==> src/rtl/tcp_pkg.sv <==
package tcp_pkg;

    typedef enum logic [1:0] {
        RSP_DONE = 2'd0,
        RSP_BUSY = 2'd1,
        RSP_CANT = 2'd2,
        RSP_INC  = 2'd3
    } rsp_e;

    typedef enum logic [2:0] {
        XF_MOVE_RD = 3'd0,
        XF_MOVE_WR = 3'd1,
        XF_LOAD    = 3'd2,
        XF_STORE   = 3'd3,
        XF_CMD     = 3'd4
    } xfer_e;

    localparam logic [3:0] CMD_WAIT     = 4'd0;
    localparam logic [3:0] CMD_FAST     = 4'd1;
    localparam logic [3:0] CMD_NORM     = 4'd2;
    localparam logic [3:0] CMD_FAST_OFF = 4'd3;
    localparam logic [3:0] CMD_NORM_OFF = 4'd4;
    localparam logic [3:0] CMD_STAMP    = 4'd5;

    localparam int CH_FAST = 0;
    localparam int CH_NORM = 1;
    localparam int NUM_CH  = 2;

endpackage

==> src/rtl/tcp_regfile.sv <==
module tcp_regfile #(
    parameter int DATA_W   = 32,
    parameter int NUM_REGS = 16,
    localparam int AW      = $clog2(NUM_REGS)
) (
    input  logic              clk,
    input  logic              rst_n,
    input  logic              we,
    input  logic [AW-1:0]     waddr,
    input  logic [DATA_W-1:0] wdata,
    input  logic [AW-1:0]     raddr,
    output logic [DATA_W-1:0] rdata,
    input  logic [AW-1:0]     daddr,
    output logic [DATA_W-1:0] ddata
);

    logic [DATA_W-1:0] regs_d [NUM_REGS];
    logic [DATA_W-1:0] regs_q [NUM_REGS];

    always_comb begin
        regs_d = regs_q;
        if (we) begin
            regs_d[waddr] = wdata;
        end
    end

    always_ff @(posedge clk or negedge rst_n) begin
        if (!rst_n) begin
            regs_q <= '{default: '0};
        end else begin
            regs_q <= regs_d;
        end
    end

    assign rdata = regs_q[raddr];
    assign ddata = regs_q[daddr];

    AST_WRITE_LANDS: assert property (@(posedge clk) disable iff (!rst_n)
        we |=> regs_q[$past(waddr)] == $past(wdata)) else $error("write lost");

endmodule

==> src/rtl/tcp_irq_chan.sv <==
module tcp_irq_chan #(
    parameter int CNT_W = 32
) (
    input  logic             clk,
    input  logic             rst_n,
    input  logic             sched,
    input  logic             clr,
    input  logic [CNT_W-1:0] delay,
    output logic             irq_n
);

    typedef struct packed {
        logic             level;
        logic             pend;
        logic [CNT_W-1:0] cnt;
    } chan_t;

    chan_t st_d, st_q;
    logic  expire;

    assign expire = st_q.pend && (st_q.cnt == CNT_W'(1));

    always_comb begin
        st_d = st_q;
        if (st_q.pend && !expire) begin
            st_d.cnt = st_q.cnt - CNT_W'(1);
        end
        if (clr) begin
            st_d.level = 1'b0;
        end
        if (expire) begin
            st_d.level = 1'b1;
            st_d.pend  = 1'b0;
        end
        if (sched) begin
            if (delay == '0) begin
                st_d.level = 1'b1;
                st_d.pend  = 1'b0;
            end else begin
                st_d.pend = 1'b1;
                st_d.cnt  = delay;
            end
        end
    end

    always_ff @(posedge clk or negedge rst_n) begin
        if (!rst_n) begin
            st_q <= '0;
        end else begin
            st_q <= st_d;
        end
    end

    assign irq_n = ~st_q.level;

    AST_ZERO_DELAY_FIRES: assert property (@(posedge clk) disable iff (!rst_n)
        (sched && delay == '0) |=> !irq_n) else $error("zero delay");
    AST_LOW_UNTIL_CLEAR: assert property (@(posedge clk) disable iff (!rst_n)
        (!irq_n && !clr) |=> !irq_n) else $error("dropped");
    AST_RISE_NEEDS_CLEAR: assert property (@(posedge clk) disable iff (!rst_n)
        $rose(irq_n) |-> $past(clr)) else $error("rise");

endmodule

==> src/rtl/tcp_decode.sv <==
module tcp_decode
    import tcp_pkg::*;
#(
    parameter int DATA_W     = 32,
    parameter int AW         = 4,
    parameter int BEAT_W     = 3,
    parameter int LONG_BEATS = 4
) (
    input  logic              clk,
    input  logic              rst_n,
    input  logic              req_valid,
    input  logic              is_second,
    input  logic [2:0]        xfer,
    input  logic              first,
    input  logic              data_beat,
    input  logic [3:0]        opc,
    input  logic              long_xfer,
    input  logic [AW-1:0]     sel_move,
    input  logic [AW-1:0]     sel_ldst,
    input  logic [AW-1:0]     sel_op,
    input  logic [DATA_W-1:0] delay_val,
    input  logic [DATA_W-1:0] now,
    input  logic [DATA_W-1:0] finish_q,
    input  logic [BEAT_W-1:0] beat_q,
    output logic [1:0]        resp,
    output logic              rd_en,
    output logic [AW-1:0]     raddr,
    output logic              we,
    output logic [AW-1:0]     waddr,
    output logic              wr_stamp,
    output logic [NUM_CH-1:0] sched,
    output logic [NUM_CH-1:0] clr,
    output logic              finish_load,
    output logic              beat_clr,
    output logic              beat_inc
);

    logic [DATA_W-1:0] elapsed_gap;
    logic              wait_over;
    logic              beats_full;

    assign elapsed_gap = now - finish_q;
    assign wait_over   = !elapsed_gap[DATA_W-1];
    assign beats_full  = (beat_q == BEAT_W'(LONG_BEATS));

    always_comb begin
        resp        = RSP_DONE;
        rd_en       = 1'b0;
        raddr       = sel_move;
        we          = 1'b0;
        waddr       = sel_move;
        wr_stamp    = 1'b0;
        sched       = '0;
        clr         = '0;
        finish_load = 1'b0;
        beat_clr    = 1'b0;
        beat_inc    = 1'b0;
        if (req_valid) begin
            case (xfer)
                XF_MOVE_RD: begin
                    rd_en = 1'b1;
                end
                XF_MOVE_WR: begin
                    we = 1'b1;
                end
                XF_LOAD, XF_STORE: begin
                    if (is_second) begin
                        resp = RSP_CANT;
                    end else if (!data_beat) begin
                        beat_clr = 1'b1;
                    end else begin
                        if (xfer == XF_LOAD) begin
                            we    = 1'b1;
                            waddr = sel_ldst;
                        end else begin
                            rd_en = 1'b1;
                            raddr = sel_ldst;
                        end
                        if (long_xfer && !beats_full) begin
                            resp     = RSP_INC;
                            beat_inc = 1'b1;
                        end
                    end
                end
                XF_CMD: begin
                    if (!is_second && opc != CMD_WAIT) begin
                        resp = RSP_CANT;
                    end else begin
                        case (opc)
                            CMD_WAIT: begin
                                if (first) begin
                                    finish_load = 1'b1;
                                    resp = (delay_val == '0) ? RSP_DONE : RSP_BUSY;
                                end else begin
                                    resp = wait_over ? RSP_DONE : RSP_BUSY;
                                end
                            end
                            CMD_FAST:     sched[CH_FAST] = first;
                            CMD_NORM:     sched[CH_NORM] = first;
                            CMD_FAST_OFF: clr[CH_FAST]   = first;
                            CMD_NORM_OFF: clr[CH_NORM]   = first;
                            CMD_STAMP: begin
                                we       = first;
                                waddr    = sel_op;
                                wr_stamp = first;
                            end
                            default: resp = RSP_CANT;
                        endcase
                    end
                end
                default: resp = RSP_CANT;
            endcase
        end
    end

    AST_BUSY_ONLY_WAIT: assert property (@(posedge clk) disable iff (!rst_n)
        resp == RSP_BUSY |-> (xfer == XF_CMD && opc == CMD_WAIT)) else $error("busy");
    AST_INC_ONLY_LONG: assert property (@(posedge clk) disable iff (!rst_n)
        resp == RSP_INC |-> (long_xfer && data_beat && !is_second)) else $error("inc");
    AST_REFUSED_QUIET: assert property (@(posedge clk) disable iff (!rst_n)
        resp == RSP_CANT |-> (!we && sched == '0 && clr == '0 && !beat_inc)) else $error("cant");

endmodule

==> src/rtl/tcp_test_copro.sv <==
module tcp_test_copro
    import tcp_pkg::*;
#(
    parameter int DATA_W     = 32,
    parameter int NUM_REGS   = 16,
    parameter int LONG_BEATS = 4
) (
    input  logic              clk,
    input  logic              rst_n,
    input  logic              cp_valid,
    input  logic              cp_second,
    input  logic [2:0]        cp_xfer,
    input  logic              cp_first,
    input  logic              cp_data_beat,
    input  logic [31:0]       cp_instr,
    input  logic [DATA_W-1:0] cp_wdata,
    output logic [1:0]        cp_resp,
    output logic [DATA_W-1:0] cp_rdata,
    output logic              fiq_n,
    output logic              irq_n
);

    localparam int AW     = $clog2(NUM_REGS);
    localparam int BEAT_W = $clog2(LONG_BEATS + 1) + 1;

    typedef struct packed {
        logic [DATA_W-1:0] cyc;
        logic [DATA_W-1:0] finish;
        logic [BEAT_W-1:0] beat;
    } top_t;

    top_t st_d, st_q;

    logic [AW-1:0]     sel_move, sel_ldst, sel_op;
    logic [3:0]        opc;
    logic              long_xfer;
    logic              unused_bits;
    logic              rd_en, we, wr_stamp, finish_load, beat_clr, beat_inc;
    logic [AW-1:0]     raddr, waddr;
    logic [NUM_CH-1:0] sched, clr, line_n;
    logic [DATA_W-1:0] rf_rdata, delay_val, rf_wdata;

    assign sel_move    = cp_instr[16 +: AW];
    assign sel_ldst    = cp_instr[12 +: AW];
    assign sel_op      = cp_instr[0 +: AW];
    assign opc         = cp_instr[23:20];
    assign long_xfer   = cp_instr[22];
    assign unused_bits = ^{cp_instr[31:24], cp_instr[11:4]};

    tcp_decode #(
        .DATA_W(DATA_W), .AW(AW), .BEAT_W(BEAT_W), .LONG_BEATS(LONG_BEATS)
    ) u_decode (
        .clk(clk), .rst_n(rst_n),
        .req_valid(cp_valid), .is_second(cp_second), .xfer(cp_xfer),
        .first(cp_first), .data_beat(cp_data_beat),
        .opc(opc), .long_xfer(long_xfer),
        .sel_move(sel_move), .sel_ldst(sel_ldst), .sel_op(sel_op),
        .delay_val(delay_val), .now(st_q.cyc), .finish_q(st_q.finish), .beat_q(st_q.beat),
        .resp(cp_resp), .rd_en(rd_en), .raddr(raddr), .we(we), .waddr(waddr),
        .wr_stamp(wr_stamp), .sched(sched), .clr(clr),
        .finish_load(finish_load), .beat_clr(beat_clr), .beat_inc(beat_inc)
    );

    assign rf_wdata = wr_stamp ? st_q.cyc : cp_wdata;

    tcp_regfile #(.DATA_W(DATA_W), .NUM_REGS(NUM_REGS)) u_regs (
        .clk(clk), .rst_n(rst_n),
        .we(we), .waddr(waddr), .wdata(rf_wdata),
        .raddr(raddr), .rdata(rf_rdata),
        .daddr(sel_op), .ddata(delay_val)
    );

    for (genvar c = 0; c < NUM_CH; c++) begin : g_chan
        tcp_irq_chan #(.CNT_W(DATA_W)) u_chan (
            .clk(clk), .rst_n(rst_n),
            .sched(sched[c]), .clr(clr[c]), .delay(delay_val),
            .irq_n(line_n[c])
        );
    end

    assign fiq_n    = line_n[CH_FAST];
    assign irq_n    = line_n[CH_NORM];
    assign cp_rdata = rd_en ? rf_rdata : '0;

    always_comb begin
        st_d     = st_q;
        st_d.cyc = st_q.cyc + DATA_W'(1);
        if (finish_load) begin
            st_d.finish = st_q.cyc + delay_val;
        end
        if (beat_clr) begin
            st_d.beat = '0;
        end else if (beat_inc) begin
            st_d.beat = st_q.beat + BEAT_W'(1);
        end
    end

    always_ff @(posedge clk or negedge rst_n) begin
        if (!rst_n) begin
            st_q <= '0;
        end else begin
            st_q <= st_d;
        end
    end

    AST_CYC_STEP: assert property (@(posedge clk) disable iff (!rst_n)
        1'b1 |=> st_q.cyc == $past(st_q.cyc) + DATA_W'(1)) else $error("cycle count");
    AST_IDLE_QUIET: assert property (@(posedge clk) disable iff (!rst_n)
        !cp_valid |-> (cp_resp == RSP_DONE && cp_rdata == '0)) else $error("idle");

endmodule

==> config.mk <==
export PLATFORM = sky130hd
export DESIGN_NAME = tcp_test_copro
export DESIGN_NICKNAME = d
export VERILOG_FILES = /design/src/rtl/tcp_pkg.sv /design/src/rtl/tcp_regfile.sv /design/src/rtl/tcp_irq_chan.sv /design/src/rtl/tcp_decode.sv /design/src/rtl/tcp_test_copro.sv
export SDC_FILE = /design/constraint.sdc
export NUM_CORES = 2
export LEC_CHECK = 0
export CAP_MARGIN = 30
export CORE_ASPECT_RATIO = 1.25
export CORE_MARGIN = 2
export CORE_UTILIZATION = 56
export DETAILED_ROUTE_END_ITERATION = 10
export PLACE_DENSITY = 0.76
export SLEW_MARGIN = 25
export SYNTH_ARGS = -nofsm -noshare
export SYNTH_HDL_FRONTEND = slang
export SYNTH_SLANG_ARGS = --single-unit
==> constraint.sdc <==
create_clock -name clk -period 4.8 [get_ports clk]
set_input_delay 0.96 -clock clk [delete_from_list [all_inputs] [get_ports clk]]
set_output_delay 0.96 -clock clk [all_outputs]
set_load 0.05 [all_outputs]
==> flow_summary.ini <==
[status]
status = finished, violations left
violations = setup timing

[detailed_routing]
wl_per_cell_um = 25.8
vias = 31200
drt_iter0_drc = 3787
wl_um = 120000
detail-route-antenna-nets = 0
drt-vias-per-instance = 6.69
drc_errors = 0
dr.pass1.iters = 6

[yosys]
netlist_area_mm2 = 0.0358
ys_async_sr_fraction = 1.00
synth-edff-count = 0
synth-compound-area-share = 0.137
ys_seq_area_frac = 0.453
netlist.area_leader.share = 0.453
postSynthAreaPerCell_um2 = 10.6
synth_nets = 3508
ys_top_cells_by_area = dfrtp_1, mux4_2, a21oi_1
synthMuxAreaShare = 0.204
synth_warnings = 0
yosys.area_share.adder = 0.0243
ys_types = 74
synth-xor-area-share = 0.0276
yosys.area_share.simple = 0.114
synth_top_family_by_area = multiplexers
synth-main-ff-cell = dfrtp_1
netlist_instances = 3366
synth_top_cell_by_area = dfrtp_1
synth_seq_cells = 648

[cts]
cts_made_buffers = 66
cts_num_sinks = 648
clk_latency_ps = 630
htreeDepth = 3
clk_pin_slew_ps = 60
root_buffer = clkbuf_16
cts_tree = done
clk_path_buf_depth = 3

[critical_path]
startpoint_type = input pin
cp-end-kind = primary output
crit_fanout = 9
cp.required_ps = 3840
cp_data_arrival_time_ps = 3860
timing_worst_setup_path_type = input pin to primary output

[finish]
diodes = 0
final_common_cell = dfrtp_1
area_growth_syn_to_layout_pct = 24.3
nets = 3912
final_cell_mix = dfrtp_1, buf_4, nor2_1, a21oi_1, nand2_1
drive_gt1_frac = 0.272
fill_cells = 4141
layout.cells.non_filler = 4660

[timing]
slew_headroom = 0.248
fin_crit_ps = 4820
final-setup-viol-count = 2
fin_crit_sh = 1.00
tightest_slew_ps = 1120
slew_viol_final = 0
finalClockSkew_ps = 26.3
grt_setup_unrepaired = yes
hold_violations = 0
max_freq_mhz = 207
setup_ws_ps = -21.9
fin_hold_ws_ps = 350

[placed_design]
numPortBuffers = 92
dp.final_hpwl_um = 78500
dp.cells = 4448
place.gp.congestion = 0.937

[power]
ir_drop_mv = 0.308
p_leak_nw = 20.0
p_total_mw = 15.9
p_per_area_mw_per_mm2 = 358

[grt]
grt_max_degree = 148
grtUsageTotal = 0.361
antenna_found_initial = 1
grt_pass1_vias = 31900
gr-total-overflow = 0
grt_pass1_wl_um = 182000

[die]
die_width_um = 230
rows = 103
start_util = 0.566
num_io_pins = 109
core-area_mm2 = 0.0633
dieArea_mm2 = 0.0660
die_height_um = 287

[run]
cap_violations = 0

[worst_hold_path]
holdCritPathClass = input pin to asynchronous set/reset pin
-- path summary, 6_finish.rpt --
path | startpoint | end | slack (ps) | depth (start not counted)
max in group asynchronous | rst_n | u_regs.regs_q[379]$_DFFE_PN0P_ | 3190 | 2
hold reg to reg | st_q[22]$_DFFE_PN0P_ | st_q[22]$_DFFE_PN0P_ | 480 | 2
setup reg to reg | u_regs.regs_q[129]$_DFFE_PN0P_ | st_q[33]$_DFFE_PN0P_ | 510 | 14
min in group clk | st_q[22]$_DFFE_PN0P_ | st_q[22]$_DFFE_PN0P_ | 480 | 2
setup / recovery | cp_second | cp_rdata[16] | -20 | 14
hold / removal | rst_n | st_q[43]$_DFF_PN0_ | 350 | 1
-- power by group --
| group | internal, mW | switching, mW | total (mW) |
|---|---|---|---|
| combinational | 1.77 | 1.82 | 3.59 |
| sequential | 6.20 | 0.637 | 6.84 |
| clock | 3.20 | 2.29 | 5.50 |
| total | 11.2 | 4.75 | 15.9 |
-- sequential cells by signal (all words and copies together), names as in the netlist --
| signal | flops |
|---|---|
| u_regs.regs_q | 512 |
| g_chan.u_chan.st_q | 68 |
| st_q | 68 |
-- critical path, stage by stage --
cell      delay [ps]
buf_4            130
nor3b_4          220
nand2_1          120
nor2_2           170
buf_6            180
mux2i_4          330
buf_6            190
buf_12           140
mux4_2           500
nor2b_1          160
a211oi_2         320
buf_4            190
a211oi_4          50
buf_6            180
-- logic make-up (layout without fill, tap and decap cells) --
family,count (synthesis),in the layout
compound gates,844,844
flops,648,648
xor+xnor,113,113
fa+ha+maj,69,69
mux,434,434
simple gates,919,919
buf+inv,339,793
-- through the flow --
stage	setup TNS (ps)	setup WS, ps	cell area, um2	util
finish	-31.8	-21.9	44500	0.703
global route	-689	-78.9	44500	0.703
CTS	0	4.44	44000	0.696
detailed placement	-13110	-443	40900	0.646
global placement	-9980	-381	40900	0.646
floorplan	0	5.75	36200	-
-- cells in the mapped netlist (all sizes together) (3+ instances only) --
master and number:
nor2b 44, a211oi 71, o21ba 3, nor4b 5, o21ai 257, nand2b 8
a31oi 7, inv 75, buf 74, a22oi 19, xnor2 60, or3 19
a21o 16, xor2 53, nand4 20, nor3b 4, o211ai 6, mux2i 163
nand3b 4, a221oi 36, ha 68, nand2 287, o41ai 4, nand3 26
mux4 232, a22o 9, dfrtp 648, nor4 16, o21a 13, mux2 39
nor2 395, a21oi 365, or4 4, and3 18, nand4b 5, o31ai 8
and4 6, nor3 34, and4b 5, clkbuf 190, o2111ai 5, a2111oi 3
and2 13, o21bai 5
-- area by class of cell --
| type | instances | area (um2) | share of cell area |
|---|---|---|---|
| Timing Repair Buffer | 600 | 5630 | 0.127 |
| Clock inverter | 24 | 343 | 0.00770 |
| Clock buffer | 94 | 1940 | 0.0435 |
| Inverter | 75 | 282 | 0.00632 |
| Tap cell | 840 | 1050 | 0.0236 |
| Multi-Input combinational cell | 2379 | 19100 | 0.428 |
| Sequential cell | 648 | 16200 | 0.364 |
-- layer usage --
metal,global-route usage,up-vias,part of all wire,wire length (um)
li1,-,13000,-,-
met1,0.436,15600,0.35,42200
met2,0.586,2075,0.48,57900
met3,0.0882,479,0.10,12600
met4,0.226,2,0.063,7630
met5,0,-,0.00012,14
-- what timing repair did --
| action | in CTS | in global routing |
|---|---|---|
| hold buffers | 0 | 0 |
| pin swaps | 9 | 19 |
| gates cloned | 3 | 1 |
| setup buffers | 62 | 29 |
| gates resized for setup | 61 | 59 |
| endpoints found under the setup margin | 33 | 40 |
No activity file was read; power rests on OpenSTA's default activity.
